[src/rtl/sumloop_pkg.sv]
package sumloop_pkg;

  localparam int OPC_W = 4;

  typedef enum logic [OPC_W-1:0] {
    OPC_LDA = 4'd0,
    OPC_LDC = 4'd1,
    OPC_LDB = 4'd2,
    OPC_ADD = 4'd3,
    OPC_INB = 4'd4,
    OPC_DCC = 4'd5,
    OPC_JNZ = 4'd6,
    OPC_STO = 4'd7
  } opc_e;

  typedef enum logic [3:0] {
    ST_FADDR = 4'd0,
    ST_FMEM  = 4'd1,
    ST_FIR   = 4'd2,
    ST_DECO  = 4'd3,
    ST_OPRD  = 4'd4,
    ST_LDA   = 4'd5,
    ST_LDC   = 4'd6,
    ST_ADD   = 4'd7,
    ST_LDB   = 4'd8,
    ST_INB   = 4'd9,
    ST_DCC   = 4'd10,
    ST_STM   = 4'd11,
    ST_STW   = 4'd12,
    ST_HALT  = 4'd13,
    ST_JMP   = 4'd14
  } state_e;

  typedef enum logic [2:0] {
    BUS_NONE,
    BUS_PC,
    BUS_MDR,
    BUS_FIELD,
    BUS_ACC
  } bus_src_e;

  typedef enum logic { ACC_FROM_BUS, ACC_FROM_SUM } acc_sel_e;
  typedef enum logic { MDR_FROM_MEM, MDR_FROM_BUS } mdr_sel_e;

  typedef struct packed {
    bus_src_e bus_src;
    logic     mar_load;
    logic     pc_inc;
    logic     pc_jump;
    logic     mdr_load;
    mdr_sel_e mdr_sel;
    logic     ir_load;
    logic     acc_load;
    acc_sel_e acc_sel;
    logic     bx_load;
    logic     bx_inc;
    logic     cx_load;
    logic     cx_dec;
    logic     mem_we;
  } ctl_t;

endpackage

[src/rtl/sumloop_mem.sv]
module sumloop_mem
  import sumloop_pkg::*;
#(
  parameter int WORD_W      = 16,
  parameter int DEPTH       = 32,
  parameter int FIRST_VAL   = 1,
  parameter int LOOP_COUNT  = 9,
  parameter int STEP_START  = 2,
  parameter int RESULT_ADDR = 19,
  localparam int ADDR_W     = $clog2(DEPTH),
  localparam int FIELD_W    = WORD_W - OPC_W
) (
  input  logic              clk,
  input  logic              rst,
  input  logic [ADDR_W-1:0] addr,
  input  logic              we,
  input  logic [WORD_W-1:0] wdata,
  output logic [WORD_W-1:0] rdata,
  input  logic [ADDR_W-1:0] peek_addr,
  output logic [WORD_W-1:0] peek_data
);

  localparam int START_ADDR = 8;
  localparam int COUNT_ADDR = 9;
  localparam int LOOP_ADDR  = 3;

  logic [WORD_W-1:0] words [DEPTH];

  function automatic logic [WORD_W-1:0] insn(opc_e op, int field);
    return {op, FIELD_W'(field)};
  endfunction

  function automatic logic [WORD_W-1:0] boot_word(int idx);
    case (idx)
      0:          return insn(OPC_LDA, START_ADDR);
      1:          return insn(OPC_LDC, COUNT_ADDR);
      2:          return insn(OPC_LDB, STEP_START);
      3:          return insn(OPC_ADD, 0);
      4:          return insn(OPC_INB, 0);
      5:          return insn(OPC_DCC, 0);
      6:          return insn(OPC_JNZ, LOOP_ADDR);
      7:          return insn(OPC_STO, RESULT_ADDR);
      START_ADDR: return WORD_W'(FIRST_VAL);
      COUNT_ADDR: return WORD_W'(LOOP_COUNT);
      default:    return '0;
    endcase
  endfunction

  always_ff @(posedge clk) begin
    if (rst) begin
      for (int i = 0; i < DEPTH; i++) words[i] <= boot_word(i);
    end else if (we) begin
      words[addr] <= wdata;
    end
  end

  assign rdata     = words[addr];
  assign peek_data = words[peek_addr];

  // a store lands in the addressed word
  a_r7_store_lands: assert property (@(posedge clk) disable iff (rst)
    we |=> words[$past(addr)] == $past(wdata));

endmodule

[src/rtl/sumloop_ctrl.sv]
module sumloop_ctrl
  import sumloop_pkg::*;
(
  input  logic             clk,
  input  logic             rst,
  input  logic [OPC_W-1:0] opcode,
  input  logic             cx_zero,
  output ctl_t             ctl,
  output state_e           state
);

  state_e nxt;

  always_ff @(posedge clk) begin
    if (rst) state <= ST_FADDR;
    else     state <= nxt;
  end

  always_comb begin
    nxt = state;
    case (state)
      ST_FADDR: nxt = ST_FMEM;
      ST_FMEM:  nxt = ST_FIR;
      ST_FIR:   nxt = ST_DECO;
      ST_DECO: begin
        case (opcode)
          OPC_LDA, OPC_LDC: nxt = ST_OPRD;
          OPC_LDB:          nxt = ST_LDB;
          OPC_ADD:          nxt = ST_ADD;
          OPC_INB:          nxt = ST_INB;
          OPC_DCC:          nxt = ST_DCC;
          OPC_JNZ:          nxt = cx_zero ? ST_FADDR : ST_JMP;
          OPC_STO:          nxt = ST_STM;
          default:          nxt = ST_HALT;
        endcase
      end
      ST_OPRD:  nxt = (opcode == OPC_LDA) ? ST_LDA : ST_LDC;
      ST_STM:   nxt = ST_STW;
      ST_STW:   nxt = ST_HALT;
      ST_HALT:  nxt = ST_HALT;
      default:  nxt = ST_FADDR;
    endcase
  end

  always_comb begin
    ctl = '0;
    case (state)
      ST_FADDR: begin ctl.bus_src = BUS_PC;    ctl.mar_load = 1'b1; ctl.pc_inc = 1'b1; end
      ST_FMEM:  begin ctl.mdr_load = 1'b1;     ctl.mdr_sel = MDR_FROM_MEM; end
      ST_FIR:   begin ctl.bus_src = BUS_MDR;   ctl.ir_load = 1'b1; end
      ST_DECO:  begin ctl.bus_src = BUS_FIELD; ctl.mar_load = 1'b1; end
      ST_OPRD:  begin ctl.mdr_load = 1'b1;     ctl.mdr_sel = MDR_FROM_MEM; end
      ST_LDA:   begin ctl.bus_src = BUS_MDR;   ctl.acc_load = 1'b1; ctl.acc_sel = ACC_FROM_BUS; end
      ST_LDC:   begin ctl.bus_src = BUS_MDR;   ctl.cx_load = 1'b1; end
      ST_ADD:   begin ctl.acc_load = 1'b1;     ctl.acc_sel = ACC_FROM_SUM; end
      ST_LDB:   begin ctl.bus_src = BUS_FIELD; ctl.bx_load = 1'b1; end
      ST_INB:   ctl.bx_inc = 1'b1;
      ST_DCC:   ctl.cx_dec = 1'b1;
      ST_STM:   begin ctl.bus_src = BUS_ACC;   ctl.mdr_load = 1'b1; ctl.mdr_sel = MDR_FROM_BUS; end
      ST_STW:   ctl.mem_we = 1'b1;
      ST_JMP:   begin ctl.bus_src = BUS_FIELD; ctl.pc_jump = 1'b1; end
      default:  ctl = '0;
    endcase
  end

  // undefined opcodes park the machine
  a_r7_bad_op_halts: assert property (@(posedge clk) disable iff (rst)
    (state == ST_DECO && opcode[OPC_W-1]) |=> state == ST_HALT);

  // a zero count never takes the jump
  a_r6_zero_falls_through: assert property (@(posedge clk) disable iff (rst)
    (state == ST_DECO && opcode == OPC_JNZ && cx_zero) |=> state == ST_FADDR);

endmodule

[src/rtl/sumloop_datapath.sv]
module sumloop_datapath
  import sumloop_pkg::*;
#(
  parameter int WORD_W   = 16,
  localparam int FIELD_W = WORD_W - OPC_W
) (
  input  logic             clk,
  input  logic             rst,
  input  ctl_t             ctl,
  input  logic [WORD_W-1:0] mem_rdata,
  output logic [WORD_W-1:0] mar,
  output logic [WORD_W-1:0] mdr,
  output logic [OPC_W-1:0] opcode,
  output logic             cx_zero,
  output logic [WORD_W-1:0] pc,
  output logic [WORD_W-1:0] acc,
  output logic [WORD_W-1:0] bx,
  output logic [WORD_W-1:0] cx
);

  logic [WORD_W-1:0] ir;
  logic [WORD_W-1:0] bus;
  logic [WORD_W-1:0] field_ext;

  assign field_ext = {{OPC_W{1'b0}}, ir[FIELD_W-1:0]};
  assign opcode    = ir[WORD_W-1 -: OPC_W];
  assign cx_zero   = (cx == '0);

  always_comb begin
    case (ctl.bus_src)
      BUS_PC:    bus = pc;
      BUS_MDR:   bus = mdr;
      BUS_FIELD: bus = field_ext;
      BUS_ACC:   bus = acc;
      default:   bus = '0;
    endcase
  end

  always_ff @(posedge clk) begin
    if (rst) begin
      pc  <= '0; mar <= '0; mdr <= '0; ir <= '0;
      acc <= '0; bx  <= '0; cx  <= '0;
    end else begin
      if (ctl.mar_load) mar <= bus;
      if (ctl.pc_jump)     pc <= bus;
      else if (ctl.pc_inc) pc <= pc + 1'b1;
      if (ctl.mdr_load) mdr <= (ctl.mdr_sel == MDR_FROM_MEM) ? mem_rdata : bus;
      if (ctl.ir_load)  ir  <= bus;
      if (ctl.acc_load) acc <= (ctl.acc_sel == ACC_FROM_BUS) ? bus : acc + bx;
      if (ctl.bx_load)     bx <= bus;
      else if (ctl.bx_inc) bx <= bx + 1'b1;
      if (ctl.cx_load)     cx <= bus;
      else if (ctl.cx_dec) cx <= cx - 1'b1;
    end
  end

  // fetch step advances the PC by one
  a_r2_pc_step: assert property (@(posedge clk) disable iff (rst)
    ctl.pc_inc && !ctl.pc_jump |=> pc == $past(pc) + 1'b1);

  // add uses the pre-edge accumulator and step values
  a_r5_add_sum: assert property (@(posedge clk) disable iff (rst)
    ctl.acc_load && ctl.acc_sel == ACC_FROM_SUM |=> acc == $past(acc) + $past(bx));

  // decrement lowers the count by one
  a_r4_count_down: assert property (@(posedge clk) disable iff (rst)
    ctl.cx_dec && !ctl.cx_load |=> cx == $past(cx) - 1'b1);

  // a taken jump lands on the zero-extended field
  a_r6_jump_target: assert property (@(posedge clk) disable iff (rst)
    ctl.pc_jump |=> pc == {{OPC_W{1'b0}}, $past(ir[FIELD_W-1:0])});

endmodule

[src/rtl/sumloop_cpu.sv]
module sumloop_cpu
  import sumloop_pkg::*;
#(
  parameter int WORD_W      = 16,
  parameter int MEM_DEPTH   = 32,
  parameter int FIRST_VAL   = 1,
  parameter int LOOP_COUNT  = 9,
  parameter int STEP_START  = 2,
  parameter int RESULT_ADDR = 19,
  localparam int ADDR_W     = $clog2(MEM_DEPTH)
) (
  input  logic              clk,
  input  logic              rst,
  output logic              halted,
  output logic [WORD_W-1:0] dbg_ac,
  output logic [WORD_W-1:0] dbg_pc,
  output logic [WORD_W-1:0] dbg_bx,
  output logic [WORD_W-1:0] dbg_cx,
  output logic [3:0]        dbg_state,
  input  logic [ADDR_W-1:0] peek_addr,
  output logic [WORD_W-1:0] peek_data
);

  ctl_t              ctl;
  state_e            state;
  logic [OPC_W-1:0]  opcode;
  logic              cx_zero;
  logic [WORD_W-1:0] mar, mdr, mem_rdata;

  sumloop_ctrl u_ctrl (
    .clk(clk), .rst(rst), .opcode(opcode), .cx_zero(cx_zero),
    .ctl(ctl), .state(state)
  );

  sumloop_datapath #(.WORD_W(WORD_W)) u_dp (
    .clk(clk), .rst(rst), .ctl(ctl), .mem_rdata(mem_rdata),
    .mar(mar), .mdr(mdr), .opcode(opcode), .cx_zero(cx_zero),
    .pc(dbg_pc), .acc(dbg_ac), .bx(dbg_bx), .cx(dbg_cx)
  );

  sumloop_mem #(
    .WORD_W(WORD_W), .DEPTH(MEM_DEPTH), .FIRST_VAL(FIRST_VAL),
    .LOOP_COUNT(LOOP_COUNT), .STEP_START(STEP_START), .RESULT_ADDR(RESULT_ADDR)
  ) u_mem (
    .clk(clk), .rst(rst), .addr(mar[ADDR_W-1:0]), .we(ctl.mem_we),
    .wdata(mdr), .rdata(mem_rdata), .peek_addr(peek_addr), .peek_data(peek_data)
  );

  assign halted    = (state == ST_HALT);
  assign dbg_state = state;

  // nothing moves once halted
  a_r7_halt_holds: assert property (@(posedge clk) disable iff (rst)
    halted |=> halted && $stable(dbg_ac) && $stable(dbg_pc) && $stable(dbg_bx)
               && $stable(dbg_cx) && !ctl.mem_we);

endmodule

[config.mk]
export PLATFORM = sky130hd
export DESIGN_NAME = sumloop_cpu
export DESIGN_NICKNAME = d
export VERILOG_FILES = /design/src/rtl/sumloop_pkg.sv /design/src/rtl/sumloop_mem.sv /design/src/rtl/sumloop_ctrl.sv /design/src/rtl/sumloop_datapath.sv /design/src/rtl/sumloop_cpu.sv
export SDC_FILE = /design/constraint.sdc
export NUM_CORES = 1
export LEC_CHECK = 0
export BUFFER_PORTS_ARGS = -buffer_cell sky130_fd_sc_hd__clkbuf_2
export CORE_ASPECT_RATIO = 0.9
export CORE_MARGIN = 1.5
export CORE_UTILIZATION = 40
export DETAILED_ROUTE_END_ITERATION = 12
export PLACE_DENSITY_LB_ADDON = 0.12
export SLEW_MARGIN = 20
export SYNTH_ARGS = -nofsm -noshare
export SYNTH_HDL_FRONTEND = slang
export SYNTH_SLANG_ARGS = --single-unit
export TNS_END_PERCENT = 100
[constraint.sdc]
create_clock -name clk -period 6.9 [get_ports clk]
set_input_delay 0.69 -clock clk [delete_from_list [all_inputs] [get_ports clk]]
set_output_delay 0.69 -clock clk [all_outputs]
set_load 0.01 [all_outputs]
==> qor.txt, run 1 <==
status = complete, no violations
placed cells = 3,564
dominant cells by area after synthesis = edfxtp_1 45%, mux4_2 19%, and2_1 9.1%, dfxtp_1 6.5%, clkbuf_1 1.7%
initial antenna violation count = 4
setup TNS = 0 ns
share of the synthesized area in the top cell type = 0.455
CP peak stage delay = 0.78 ns
RSZ-0062 raised after global routing = no
Area Overhead vs Synth = 11.7%
Total Power = 11.4 mW
Post-synth top flop = edfxtp_1
DRC Markers = 0
Worst path slowest cell = buf_6
fillers = 7,355
Chip Width = 310 µm
critical path launch point type = primary input
CTS buffer count = 73
Finished Cell Area = 37,800 µm²
Post-CTS Resized = 0
Starting Density = 0.406
Fmax = 238 MHz
DIE HEIGHT = 279 µm
Initial DRC Count = 2,874
leading area contributor after synthesis = edfxtp_1
syn_area_per_cell = 13.5 µm²
crit path time final = 4.20 ns
most common cell in the netlist = edfxtp_1
hold_buf cts = 0
Post-Syn Nets = 2,530
DR WL/cell = 33.3 µm
Crit Path Category = in -> out
non-filler cells, final = 3,697
core area = 83,200 µm²
MaxCap Viol Count = 0
synthesis-stage register bit count = 622
Synth Cell Area = 33,800 µm²
GRT Total Usage = 0.285
CP bufs+invs = 3
Pwr Density = 303 nW/µm²
Vias = 23.5k
count of final setup violators = 0
postcts setup bufs = 0
Synth Warn # = 0
Netlist cell types = 86
CTS Sinks = 622
sequential area share after synthesis = 0.520
Tcrit/Tclk final = 0.609
Post-synth ARST share = 0
Nets = 2,543
Rows = 100
IO Count = 92
drt first pass iters = 5
H-tree levels = 3
DIE AREA = 86,300 µm²
Mapped Cells = 2,504
CTS tree = built
clock-pin slew on the worst setup and hold paths = 0.05 ns
Critical Path Fanout Max = 98
final worst slack = 2.70 ns
gp weighted congestion = 0.914
Static Leak = 12.9 nW
hpwl dp = 82,400 µm
Worst-Margin Slew = 1.15 ns
PortBufs = 91
Crit path max-delay family = buffers and inverters
largest net degree at the start of global routing = 99
CP endpoint kind = output pin
share of layout cells above drive strength 1 = 0.266
Req. time, crit path = 6.21 ns
pins over their slew limit = 0
antenna diode instance count = 0
vias in the first global route = 22.4k
CP dominant cell by count = mux4_2
cells along the critical path = buf_6 -> buf_4 -> mux4_2 -> mux4_2 -> mux2_2 -> clkbuf_2
Longest Clk Path Bufs = 3
Routed Antenna Nets = 0
total gr overflow = 0
first-pass GRT wire length = 174,000 µm
max_slew headroom = 0.230
EDFF count, synth = 512
endpoints failing hold = 0
via/cell ratio = 6.36
Crit path arrival time = 3.51 ns
Commonest cells post-synth = 512 x edfxtp_1, 491 x and2_1, 289 x mux4_2
hold crit path type = reg -> reg
Clock Skew = 0.0323 ns
maximum VDD drop = 221 µV
Clock Latency Late Sink = 0.64 ns
placed cell area = 35,500 µm²
Final Util = 0.454
final wirelength = 123,000 µm
CTS root buf = clkbuf_16
Min Hold Slack = 0.501 ns
Setup Slack @ Placement = 2.65 ns
==> worst reg2reg max path, cell delays in order (launching register included) <==
cell      delay, ns
dfxtp_1        1.01
nand2_2        0.39
nor4_2         0.33
nor2b_1        0.23
nand2b_1       0.07
buf_4          0.26
nor2_2         0.97
and2_1         0.25
==> cell families after synthesis <==
kind of cell    Yosys count  share of synthesized area
simple gates            863                      0.146
flops                   622                      0.520
compound gates          368                     0.0747
mux                     362                      0.215
buf+inv                 254                     0.0331
fa+ha+maj                19                    0.00725
xor+xnor                 16                    0.00414
==> report_power, final <==
part	leakage (nW)	total, mW	switching (mW)	internal, mW
registers	6.10	4.58	0.314	4.27
logic	5.66	3.09	2.07	1.02
clock network	1.11	3.77	1.62	2.15
total	12.9	11.4	4.01	7.44
==> sequential cells by signal, indices dropped and copies added (netlist names), named ones only <==
register,count
u_dp.mdr,16
u_dp.pc,16
u_dp.cx,16
u_dp.acc,16
u_dp.bx,16
u_dp.mar,5
u_ctrl.state,4
u_mem.words,512
u_dp.ir,16
==> cells in the final DEF (no fill, tap or decap), types with 29 or more instances in the layout <==
cell       netlist  layout
a211oi_1        34      34
a21oi_1         69      69
and2_1         491     491
buf_4           20      80
clkbuf_16        0      74
clkbuf_2         0      88
dfxtp_1        110     103
edfxtp_1       512     512
mux2_2          36      36
mux2i_1         37      37
mux4_2         289     289
nand2_1         55      55
nand3_1         29      29
nor2_1         141     123
nor3_1          31      31
o21ai_0         82      50
o21ai_2          1      31
or3_1           34      34
==> per-layer routing <==
metal,vias to the layer above,GRT usage,share of wire
met5,-,0.0113,0.00099
met4,2,0.0715,0.026
met3,164,0.0816,0.11
met2,1393,0.413,0.44
met1,12200,0.417,0.42
li1,9728,-,-
==> worst paths after layout <==
check                       start                 end  slack (ns)  cells past startpoint
setup reg to reg  u_ctrl.state[3]  u_mem.words[16][0]        3.25                      7
setup / recovery     peek_addr[1]       peek_data[15]        2.70                      6
hold reg to reg        u_dp.ir[7]          u_dp.ir[7]        0.50                      2
hold / removal         u_dp.ir[7]          u_dp.ir[7]        0.50                      2
==> area by class of cell <==
class                           count  area [µm²]  share of cell area
Tap cell                         1122        1400              0.0372
Clock inverter                     36         279             0.00739
Sequential cell                   622       17600               0.466
Clock buffer                       97        1990              0.0526
Timing Repair Buffer              174        1120              0.0296
Inverter                           18        67.6             0.00179
Multi-Input combinational cell   1628       15300               0.406
(Power assumes the default switching activity.)
==> inputs of run 2 (changes only) <==
==> constraint.sdc (replaced) <==
create_clock -name clk -period 3.6 [get_ports clk]
set_input_delay 0.36 -clock clk [delete_from_list [all_inputs] [get_ports clk]]
set_output_delay 0.36 -clock clk [all_outputs]
set_load 0.01 [all_outputs]
==> run 2 against run 1 <==
Via count rose by 2.0%. Utilization up 1.0 points. Sequential power up 94%. Highest routed layer unchanged.
==> qor.txt, run 2 (same netlist as run 1, synthesis figures left out) <==
via/cell ratio = 6.33 (-0.39%)
pins over their slew limit = 0 (unchanged)
max_slew headroom = 0.200 (-0.0298)
status = complete, no violations
met2 WL = 55,100 µm (+2.4%)
vias in the first global route = 22.6k (+1.1%)
hold endpoint = u_dp.cx[2]
initial antenna violation count = 10 (+6)
max reg flops = 512 (unchanged)
CTS buffer count = 74 (+1.4%)
Sequential Power Share = 0.396 (-0.004)
PortBufs = 91 (unchanged)
non-filler cells, final = 3,784 (+2.4%)
Tcrit/Tclk final = 0.851
DIE AREA = 86,300 µm² (unchanged)
HP Start = rst
hpwl dp = 90,000 µm (+9.2%)
CTS root buf = clkbuf_16
Chip Width = 310 µm (unchanged)
MaxCap Viol Count = 0 (unchanged)
Combinational Power Share = 0.277 (+0.007)
Sw Share = 0.349 (-0.000523)
share of layout cells above drive strength 1 = 0.285 (+0.0193)
DIE HEIGHT = 279 µm (unchanged)
placed cells = 3,653 (+2.5%)
Req. time, crit path = 3.24 ns (-2.97 ns)
maximum VDD drop = 424 µV (+92%)
core area = 83,200 µm² (unchanged)
Crit path arrival time = 2.70 ns (-0.81 ns)
reg-to-reg startpoint = u_ctrl.state[0]
DR WL/cell = 33.9 µm (+1.8%)
Critical Path Fanout Max = 2 (-98%)
GRT Total Usage = 0.298 (+0.0131)
postcts setup bufs = 0 (unchanged)
Crit Path Category = reg -> out
DRC Markers = 0 (unchanged)
P_sw = 7.83 mW (+96%)
Worst-Margin Slew = 1.20 ns (+0.0416 ns)
hold path depth = 3 (+1)
Clock power frac = 0.327 (-0.002)
gp weighted congestion = 0.961 (+5.2%)
largest net degree at the start of global routing = 51 (-48%)
Starting Density = 0.406 (unchanged)
Area Overhead vs Synth = 14.2%
CTS tree = built
Top reg by flops = u_mem.words
fillers = 7,372 (+0.23%)
Reg-to-Reg End = u_dp.cx[10]
R2R depth = 6 (-1)
clock-pin slew on the worst setup and hold paths = 0.06 ns (about the same)
worst reg-to-reg setup slack = 0.58 ns (-2.67 ns)
Setup Slack @ Placement = 0.600 ns (-2.05 ns)
Vias = 24.0k (+2.0%)
hold crit path type = in -> reg
WL met3 = 15,000 µm (+9.7%)
Pwr Density = 580 nW/µm² (+91%)
crit path time final = 3.06 ns
final wirelength = 128,000 µm (+4.2%)
most common cell after layout, fill and taps aside = edfxtp_1
Clock Latency Late Sink = 0.62 ns (-0.02 ns)
most frequent cells in the layout = 512 x edfxtp_1, 491 x and2_1, 289 x mux4_2
first-pass GRT wire length = 180,000 µm (+3.6%)
Post-CTS Resized = 0 (unchanged)
CP endpoint kind = output pin
Clock Skew = 0.0324 ns (+0.0000827 ns)
final worst slack = 0.536 ns (-2.17 ns)
CTS Sinks = 622 (unchanged)
count of final setup violators = 0 (unchanged)
setup TNS = 0 ns (unchanged)
RSZ-0062 raised after global routing = no
IO Count = 92 (unchanged)
Static Leak = 13.4 nW (+4.1%)
hold_buf cts = 0 (unchanged)
drt first pass iters = 6 (+1)
total gr overflow = 0 (unchanged)
Int Power = 14.6 mW (+96%)
Nets = 2,633 (+3.5%)
Initial DRC Count = 3,240 (+13%)
Longest Clk Path Bufs = 3 (unchanged)
endpoints failing hold = 0 (unchanged)
Routed Antenna Nets = 0 (unchanged)
Rows = 100 (unchanged)
uppermost layer routed = met5
H-tree levels = 3 (unchanged)
critical path launch point type = register
Fmax = 326 MHz
M1 wire length = 54,200 µm (+3.8%)
-- run 2: changes by cell type in the layout (fill, tap and decap cells not counted), moves of 3 or more --
cell        previous run  this run
buf_4                 80       153
buf_12                 2        19
nor2_1               123       138
inv_6                  4         1
nor2_2                17         4
clkbuf_1              18        15
clkinvlp_4             1         4
-- run 2: metal layers --
metal / vias up / GRT usage
li1: 9903 / -
met1: 12400 / 0.439
met2: 1454 / 0.425
met3: 171 / 0.0818
met4: 4 / 0.0887
met5: - / 0
-- run 2: critical path, stage by stage, from the launching register on --
cell and delay [ns]:
edfxtp_1 0.40, mux4_2 0.61, mux4_2 0.63, mux2_2 0.32, clkbuf_2 0.13
-- run 2: metrics by stage --
stage               utilization  hold slack (ns)  power (mW)  instance area [µm²]
floorplan                     -            0.462        12.3                33800
global placement          0.436            0.477        15.1                36300
detailed placement        0.437            0.490        15.1                36300
CTS                       0.464            0.351        22.4                38600
global route              0.464            0.386        23.0                38600
finish                    0.464            0.379        22.4                38600
-- run 2: power groups by stage --
stage                     registers [mW]  clock network, mW  logic [mW]
after floorplan                     8.59                  0        3.71
after global placement              9.00                  0        6.08
after detailed placement            9.00                  0        6.12
after CTS                           8.85               7.40        6.14
after global routing                8.92               7.63        6.47
final                               8.88               7.32        6.21
-- run 2: final cells by class --
type | instances | area, µm² | share of cell area
clock inverters | 34 | 283 | 0.00732
multi-input cells | 1628 | 15300 | 0.395
repair buffers | 263 | 2010 | 0.0520
diodes | 2 | 5.00 | 0.000130
well taps | 1122 | 1400 | 0.0363
flip-flops and latches | 622 | 17600 | 0.455
inverters | 18 | 67.6 | 0.00175
clock buffers | 95 | 2010 | 0.0521
-- run 2: how the worst max path moves through the flow --
stage	startpoint	to	slack [ns]	cells after the start
2_1_floorplan	u_ctrl.state[2]	u_mem.words[30][0]	0.51	8
3_3_place_gp	peek_addr[0]	peek_data[7]	0.60	6
3_5_place_dp	peek_addr[0]	peek_data[7]	0.60	6
4_1_cts	u_mem.words[2][4]	peek_data[4]	0.55	4
5_1_grt	u_ctrl.state[1]	u_dp.cx[10]	0.32	6
6_report	u_mem.words[2][4]	peek_data[4]	0.54	4
